[src/rtl/dma_chan_csr_pkg.sv]
package dma_chan_csr_pkg;

  localparam int DATA_W = 32;
  localparam int DESC_WORDS = 6;

  // Control/status bit positions (software-visible encoding)
  localparam int BIT_ACTIVE = 0;
  localparam int BIT_END    = 1;
  localparam int BIT_INT    = 2;
  localparam int BIT_ABORT  = 30;
  localparam int BIT_RESET  = 31;

  localparam logic [DATA_W-1:0] CS_STORE_MASK = 32'h30FF_0001;
  localparam logic [DATA_W-1:0] CS_FLAG_MASK  = 32'h0000_0006;

  // Order follows the word offsets: index = (offset >> 2) + 1
  typedef enum logic [3:0] {
    SEL_NONE   = 4'd0,
    SEL_CS     = 4'd1,
    SEL_DADDR  = 4'd2,
    SEL_INFO   = 4'd3,
    SEL_SRC    = 4'd4,
    SEL_DST    = 4'd5,
    SEL_LEN    = 4'd6,
    SEL_STRIDE = 4'd7,
    SEL_NEXT   = 4'd8,
    SEL_DEBUG  = 4'd9
  } regSel_e;

  localparam int NUM_WORDS = 9;

  typedef struct packed {
    logic    wrCs;
    logic    wrDescAddr;
    logic    wrDebug;
    regSel_e rdSel;
  } csrStb_t;

endpackage

[src/rtl/dma_chan_csr_ctrl.sv]
module dma_chan_csr_ctrl
  import dma_chan_csr_pkg::*;
#(
  parameter int ADDR_W = 8
) (
  input  logic              wrEn,
  input  logic [ADDR_W-1:0] addr,
  output csrStb_t           stb
);

  localparam int IDX_W = ADDR_W - 2;

  logic [IDX_W-1:0] wordIdx;
  logic             aligned;
  logic             inRange;
  regSel_e          sel;

  assign wordIdx = addr[ADDR_W-1:2];
  assign aligned = (addr[1:0] == 2'b00);
  assign inRange = (int'(wordIdx) < NUM_WORDS);

  always_comb begin
    sel = SEL_NONE;
    if (aligned && inRange) begin
      sel = regSel_e'(4'(wordIdx) + 4'd1);
    end
  end

  always_comb begin
    stb.rdSel      = sel;
    stb.wrCs       = wrEn && (sel == SEL_CS);
    stb.wrDescAddr = wrEn && (sel == SEL_DADDR);
    stb.wrDebug    = wrEn && (sel == SEL_DEBUG);
  end

endmodule

[src/rtl/dma_chan_csr_dp.sv]
module dma_chan_csr_dp
  import dma_chan_csr_pkg::*;
(
  input  logic                         clk,
  input  logic                         rstN,
  input  csrStb_t                      stb,
  input  logic [DATA_W-1:0]            wrData,
  input  logic                         descLoad,
  input  logic [DESC_WORDS*DATA_W-1:0] descIn,
  input  logic                         engDone,
  input  logic                         engIntSet,
  output logic [DATA_W-1:0]            rdData,
  output logic                         startPulse,
  output logic                         irqOut
);

  localparam logic [DATA_W-1:0] KEEP_MASK = CS_STORE_MASK | CS_FLAG_MASK;

  logic [DATA_W-1:0] csReg, csNext;
  logic [DATA_W-1:0] descAddr, descAddrNext;
  logic [DATA_W-1:0] debugReg;
  logic [DATA_W-1:0] shadow [DESC_WORDS];
  logic              startNext;

  // Control/status next state: reset first, then W1C, then mask, then engine sets
  always_comb begin
    csNext       = csReg;
    descAddrNext = descAddr;
    if (stb.wrCs) begin
      if (wrData[BIT_RESET]) begin
        csNext       = '0;
        descAddrNext = '0;
      end
      if (wrData[BIT_END]) csNext[BIT_END] = 1'b0;
      if (wrData[BIT_INT]) csNext[BIT_INT] = 1'b0;
      csNext = (csNext & ~CS_STORE_MASK) | (wrData & CS_STORE_MASK);
    end
    if (stb.wrDescAddr) descAddrNext = wrData;
    if (engDone)   csNext[BIT_END] = 1'b1;
    if (engIntSet) csNext[BIT_INT] = 1'b1;
  end

  assign startNext = stb.wrCs && !csReg[BIT_ACTIVE] && wrData[BIT_ACTIVE];

  always_ff @(posedge clk) begin
    if (!rstN) begin
      csReg      <= '0;
      descAddr   <= '0;
      debugReg   <= '0;
      startPulse <= 1'b0;
    end else begin
      csReg      <= csNext;
      descAddr   <= descAddrNext;
      startPulse <= startNext;
      if (stb.wrDebug) debugReg <= wrData;
    end
  end

  for (genvar g = 0; g < DESC_WORDS; g++) begin : g_shadow
    always_ff @(posedge clk) begin
      if (!rstN)         shadow[g] <= '0;
      else if (descLoad) shadow[g] <= descIn[g*DATA_W +: DATA_W];
    end

    p_shadow_hold_r9: assert property (@(posedge clk) disable iff (!rstN)
      !descLoad |=> $stable(shadow[g]))
      else $error("shadow word changed without load");
  end

  assign irqOut = csReg[BIT_INT];

  always_comb begin
    rdData = '0;
    unique case (stb.rdSel)
      SEL_CS:     rdData = csReg;
      SEL_DADDR:  rdData = descAddr;
      SEL_INFO:   rdData = shadow[0];
      SEL_SRC:    rdData = shadow[1];
      SEL_DST:    rdData = shadow[2];
      SEL_LEN:    rdData = shadow[3];
      SEL_STRIDE: rdData = shadow[4];
      SEL_NEXT:   rdData = shadow[5];
      SEL_DEBUG:  rdData = debugReg;
      default:    rdData = '0;
    endcase
  end

  p_end_clear_r2: assert property (@(posedge clk) disable iff (!rstN)
    stb.wrCs && wrData[BIT_END] && !engDone |=> !csReg[BIT_END])
    else $error("end flag not cleared");

  p_int_clear_r3: assert property (@(posedge clk) disable iff (!rstN)
    stb.wrCs && wrData[BIT_INT] && !engIntSet |=> !irqOut)
    else $error("interrupt line not dropped");

  p_soft_reset_r4: assert property (@(posedge clk) disable iff (!rstN)
    stb.wrCs && wrData[BIT_RESET] |=> (descAddr == '0) && ((csReg & ~KEEP_MASK) == '0))
    else $error("soft reset left state");

  p_mask_hold_r5: assert property (@(posedge clk) disable iff (!rstN)
    !(stb.wrCs && wrData[BIT_RESET]) |=> ((csReg & ~KEEP_MASK) == ($past(csReg) & ~KEEP_MASK)))
    else $error("unmasked bit changed");

  p_start_edge_r6: assert property (@(posedge clk) disable iff (!rstN)
    startPulse |-> csReg[BIT_ACTIVE] && !$past(csReg[BIT_ACTIVE]))
    else $error("start without 0-to-1 edge");

  p_undef_zero_r7: assert property (@(posedge clk) disable iff (!rstN)
    (stb.rdSel == SEL_NONE) |-> (rdData == '0))
    else $error("undefined offset read nonzero");

  p_set_wins_r8: assert property (@(posedge clk) disable iff (!rstN)
    engIntSet |=> irqOut && csReg[BIT_INT])
    else $error("interrupt set lost");

  p_done_wins_r8: assert property (@(posedge clk) disable iff (!rstN)
    engDone |=> csReg[BIT_END])
    else $error("completion set lost");

endmodule

[src/rtl/dma_chan_csr.sv]
module dma_chan_csr
  import dma_chan_csr_pkg::*;
#(
  parameter int ADDR_W = 8
) (
  input  logic              clk,
  input  logic              rstN,
  input  logic              wrEn,
  input  logic [ADDR_W-1:0] addr,
  input  logic [31:0]       wrData,
  output logic [31:0]       rdData,
  input  logic              descLoad,
  input  logic [31:0]       descInfo,
  input  logic [31:0]       descSrc,
  input  logic [31:0]       descDst,
  input  logic [31:0]       descLen,
  input  logic [31:0]       descStride,
  input  logic [31:0]       descNext,
  input  logic              engDone,
  input  logic              engIntSet,
  output logic              startPulse,
  output logic              irqOut
);

  csrStb_t stb;
  logic [DESC_WORDS*DATA_W-1:0] descIn;

  assign descIn = {descNext, descStride, descLen, descDst, descSrc, descInfo};

  dma_chan_csr_ctrl #(.ADDR_W(ADDR_W)) u_ctrl (
    .wrEn (wrEn),
    .addr (addr),
    .stb  (stb)
  );

  dma_chan_csr_dp u_dp (
    .clk        (clk),
    .rstN       (rstN),
    .stb        (stb),
    .wrData     (wrData),
    .descLoad   (descLoad),
    .descIn     (descIn),
    .engDone    (engDone),
    .engIntSet  (engIntSet),
    .rdData     (rdData),
    .startPulse (startPulse),
    .irqOut     (irqOut)
  );

endmodule

[config.mk]
export PLATFORM = sky130hd
export DESIGN_NAME = dma_chan_csr
export DESIGN_NICKNAME = d
export VERILOG_FILES = /design/src/rtl/dma_chan_csr_pkg.sv /design/src/rtl/dma_chan_csr_ctrl.sv /design/src/rtl/dma_chan_csr_dp.sv /design/src/rtl/dma_chan_csr.sv
export SDC_FILE = /design/constraint.sdc
export NUM_CORES = 1
export LEC_CHECK = 0
export BUFFER_PORTS_ARGS = -buffer_cell sky130_fd_sc_hd__buf_2
export CORE_MARGIN = 4
export CORE_UTILIZATION = 33
export DETAILED_ROUTE_END_ITERATION = 7
export GPL_TIMING_DRIVEN = 0
export PLACE_DENSITY = 0.57
export SETUP_SLACK_MARGIN = 0.3
export SLEW_MARGIN = 10
export SYNTH_ARGS = -nofsm -noshare
export SYNTH_HDL_FRONTEND = slang
export SYNTH_SLANG_ARGS = --single-unit
[constraint.sdc]
create_clock -name clk -period 15.9 [get_ports clk]
set_input_delay 1.59 -clock clk [delete_from_list [all_inputs] [get_ports clk]]
set_output_delay 1.59 -clock clk [all_outputs]
set_load 0.03 [all_outputs]
Word-level counts from Yosys, hierarchy flattened
Memory sizes are Yosys's and may differ from the RTL's.
Cells that the tools add are included.
{ "totals": {"register_bits": 97, "latchBits": 0, "ram_bits": 192, "rom_bits": 0, "in_bits": 238, "output_inout_bits": 34, "elab_cells": 62, "memories": 1} }
{ "memory_table": {"columns": ["memory", "words", "width", "read_ports", "rd_clocked_by_memory_dff", "write_ports", "line", "source"], "rows": [
  ["u_dp.shadow", 6, 32, 6, 0, 6, "dma_chan_csr_dp.sv:22", "logic [DATA_W-1:0] shadow [DESC_WORDS];"]
]} }
{ "op_classes": {"n_addsub": 1, "n_mul": 0, "div": 0, "order_cmp": 1, "n_eq_ne": 9, "shifts": 0, "muxes": 24, "bitwise_logic": 7, "reduce_logical": 13} }
{ "ops": {"columns": ["cell", "n"], "rows": [
  ["32-bit two-way mux", 11],
  ["32-bit case mux with 9 select lines", 1],
  ["32-bit by 30-bit bitwise OR with 32-bit output", 1],
  ["4-bit by 3-bit equality test with 1-bit output (second input constant)", 4],
  ["1-bit two-way mux", 10],
  ["4-bit by 2-bit equality test with 1-bit output (second input constant)", 2],
  ["4-bit equality test (second input constant)", 2],
  ["2-bit nonzero test", 4],
  ["1-bit logical AND", 6],
  ["6-bit by 4-bit < comparator with 1-bit output (second input constant)", 1],
  ["1-bit bitwise OR", 6],
  ["4-bit by 1-bit adder with 4-bit output (second input constant)", 1],
  ["4-bit by 1-bit equality test with 1-bit output (second input constant)", 1],
  ["4-bit two-way mux", 1],
  ["3-bit two-way mux", 1],
  ["2-bit logical NOT", 1],
  ["2-bit AND reduction", 1],
  ["1-bit logical NOT", 1]
]} }

Depth between registers and ports, before layout
{ "depth": {"ltp_word": 11, "ltp_mapped": 11, "depth_no_buf": 7} }

Modules after synthesis
From an unflattened synthesis, not the netlist that was laid out.
{ "hier_totals": {"cells_unflattened": 1058, "area_unflattened_um2": 13066.3} }
{ "modules_own_cells": {"columns": ["module", "instances", "cells_each", "area_per_inst_um2", "seq_area_each_um2"], "rows": [
  ["dma_chan_csr_dp", 1, 1030, 12888.6, 7707.4],
  ["dma_chan_csr_ctrl", 1, 28, 177.7, 0.0]
]} }

Worst setup path before layout
OpenSTA, ideal clock, no wires.
{ "synth_timing": {"path_type": "input -> register", "start": "in descLoad", "end": "mem u_dp.shadow[0][0], enable pin", "setup_ns": 0.586, "arrival_ns": 6.468, "required_time_ns": 15.314, "slack_ns": 8.846, "cell_stages": 2, "n_path_buf": 1, "path_cell_list": "clkbuf_1 -> nand2b_1"} }
{ "synth_lines": {"columns": ["item", "line", "source"], "rows": [
  ["from (decl)", "dma_chan_csr.sv:12", "input logic descLoad,"],
  ["to (decl)", "dma_chan_csr_dp.sv:22", null]
]} }

Worst setup path in the final report
{ "layout_timing": {"start": "in addr[2]", "end": "out rdData[9]"} }
{ "layout_via": {"elab_chain_len": 5, "elab_cells_between_ends": 14, "classes_between": "add/sub: 1; order compare: 1; eq/ne: 9; mux: 2; reduce/logical: 1"} }
{ "layout_lines": {"columns": ["item", "line", "source"], "rows": [
  ["from (decl)", "dma_chan_csr.sv:9", "input logic [ADDR_W-1:0] addr,"],
  ["6-bit by 4-bit < comparator with 1-bit output", "dma_chan_csr_ctrl.sv:20", "assign inRange = (int'(wordIdx) < NUM_WORDS);"],
  ["1-bit logical AND", "dma_chan_csr_ctrl.sv:24", "if (aligned && inRange) begin"],
  ["4-bit two-way mux *", "dma_chan_csr_ctrl.sv:24", null],
  ["4-bit equality test (tied with other cells)", "dma_chan_csr_dp.sv:74", "unique case (stb.rdSel)"],
  ["32-bit case mux with 9 select lines *", "dma_chan_csr_dp.sv:74", null],
  ["to (decl)", "dma_chan_csr.sv:11", "output logic [31:0] rdData,"]
]} }
Mark *: on every way between the ends. The rest lies on a longest branch, timed or not.

==> reports/metrics.cfg <==
[yosys]
ys_warn_count=0
synth_area_leaders=edfxtp_1 46%, dfxtp_1 15%, and3_1 9.7%
synth_top_area_cell=edfxtp_1
synth_area_per_cell_um2=11.3
syn-num-nets=1356
ys_types=48
ys_seq_elements=289
synth_seq_area_share_pct=61.0
synth_top_area_share_pct=45.6
ys.flop_type=edfxtp_1
synthArstFlopShare_pct=0
synthCells=1116
netlist_area_um2=12600
synth_edf_count=192

[global_routing]
grt_max_degree=62
gr-total-overflow=0
grt_first_pass_wirelength_um=69800
grt_usage_pct=23.1
antenna_found_initial=4
grt_pass1_vias=10200

[critical_path]
path_class=in -> out
max_stage_delay_ns=0.68
crit_path_top_delay_cell=buf_1
crit_top_cell=buf_2
crit_path_start_kind=primary input
crit_chain=buf_2 > buf_2 > buf_2 > inv_1 > ha_1 > buf_2 > buf_1 > buf_1 > mux2i_1 > o21ai_0 > a22oi_1 > nand2_1 > buf_2
arrival_ns=5.54
end_kind=output port
cp_top_family=buffers and inverters
crit_fanout=10
path_buf_inv=8
crit_required_ns=14.31

[timing]
fin_tns_setup_ns=0
setup_viol=0
final.setup_skew_ns=0.00226
tightest_slew_ns=1.09
fmax_ghz=0.140
min_period_over_period_pct=44.8
final_hold_viol_count=0
timing.slew.headroom_pct=27.1
slew_violations=0
min_period_ns=7.13
grt_setup_unrepaired=no

[placement]
gp_congestion=0.935
hpwl_um=38400
place_area_um2=14700
place.port_buffers=269
placedCellCount=1899

[worst_hold_path]
holdCritPathClass=reg -> reg

[final_layout]
areaGrowthSynthToFinish_pct=24.4
final_cells=1962
fillers=3736
fin_util_pct=41.6
final_area_um2=15700
drive_gt1_share_pct=25.5
finalNetCount=1661

[floorplan]
initial_core_util_pct=33.5
die_height_um=204
pin_count=272
die_area_um2=41500
die_w_um=204
rows=71
coreArea_um2=37800

[route]
wire_per_inst_um=25.3
via_per_inst=5.29
vias=10400
drc=0
postRouteAntennaNets=0
drt_pass1_iterations=5
wirelength_um=49600
initialDrtViolationCount=1041

[pwr]
peakVddDrop_v=0.0000797
p_per_area_nw_per_um2=111
p_leak_nw=6.88

[clock_tree]
clk_latency_ns=0.56
numCtsBuffers=31
ctsHoldBuffers=0
cts_buffer_depth=3
clkTransAtPathRegs_ns=0.06
cts_root_buf=clkbuf_16
htree_levels=1
cts_setup_buffers=0
cts-resized-gates=0
clock-sinks=289
cts_tree=built

[run]
drv_cap=0

[outcome]
status=finished clean

==> placed cells by master (no fill, tap or decap), drive strengths merged, types with 3 or more instances in the layout <==
cell	instances
inv	7
nand3	25
nor2b	3
and2	19
a32oi	7
diode	6
a22oi	19
bufinv	3
a22o	32
and3	196
dfxtp	97
clkinv	5
buf	302
a21oi	89
mux2	14
edfxtp	192
mux2i	37
mux4	5
clkbuf	116
a221oi	25
nor2	27
o21ai	15
nand2	168
a32o	6
o2bb2ai	6
==> state kept, by name (all words and copies together) (netlist names) <==
register and cells:
u_dp.csReg 32, u_dp.debugReg 32, u_dp.descAddr 32, u_dp.shadow 192
u_dp.startPulse 1
==> worst paths after layout <==
path / slack [ns] / cells after the start / start / end
worst min register to register: 0.45 / 2 / u_dp.debugReg[1] / u_dp.debugReg[1]
worst min-delay path: 0.45 / 2 / u_dp.debugReg[1] / u_dp.debugReg[1]
worst max-delay path: 8.77 / 13 / addr[2] / rdData[9]
worst max register to register: 14.95 / 1 / u_dp.csReg[0] / u_dp.startPulse
==> kinds of logic (layout without fill, tap and decap cells) <==
family	count (synthesis)	count (layout)	synth area share, %
flip-flops	289	289	61.0
adder cells (fa/ha/maj)	2	2	0.198
AO/OA/AOI/OAI	207	207	11.2
multiplexers	56	56	5.07
XOR/XNOR	3	3	0.208
other	0	6	0
buffers and inverters	105	434	3.69
AND/OR/NAND/NOR	454	454	18.6
==> layer usage <==
layer / GRT usage (%) / vias up / part of all wire (%) / wire [um]
li1: - / 4772 / - / -
met1: 32.1 / 5003 / 42 / 20900
met2: 37.1 / 508 / 46 / 22800
met3: 3.70 / 87 / 8.1 / 4030
met4: 7.83 / 2 / 3.8 / 1870
met5: 0 / - / 0.028 / 14
==> per-stage QoR <==
step	power [mW]	hold WS (ns)	setup WS, ns
3_3_place_gp	1.04	0.437	6.51
5_1_grt	1.79	0.469	8.54
3_5_place_dp	1.03	0.443	8.79
2_1_floorplan	0.948	0.414	8.85
4_1_cts	1.75	0.451	8.80
6_report	1.74	0.454	8.77
==> Yosys cell counts, types with 25 or more instances <==
cell	number
a22o_1	32
mux2i_1	37
nor2_1	27
and3_1	196
clkbuf_1	67
edfxtp_1	192
nand2_1	168
a221oi_1	25
a21oi_1	89
dfxtp_1	97
nand3_1	25
==> layout make-up <==
class | instances | area, um^2 | area share, %
antenna | 6 | 15.0 | 0.0955
sequential | 289 | 7710 | 49.0
clock inverter | 9 | 120 | 0.764
timing repair buffer | 272 | 1410 | 8.99
buffer | 98 | 440 | 2.80
clock buffer | 48 | 880 | 5.59
tap | 511 | 639 | 4.07
multi-input combinational | 722 | 4480 | 28.5
inverter | 7 | 26.3 | 0.167
==> worst min-delay path, stage by stage (launching register included) <==
cell and delay, ns:
dfxtp_1 0.31, nand2_1 0.05, a21oi_1 0.05
==> power by group <==
part	switching [mW]	internal, mW
registers	0.0146	0.845
logic	0.102	0.0579
clock network	0.294	0.426
No activity file was read; power rests on OpenSTA's default activity.
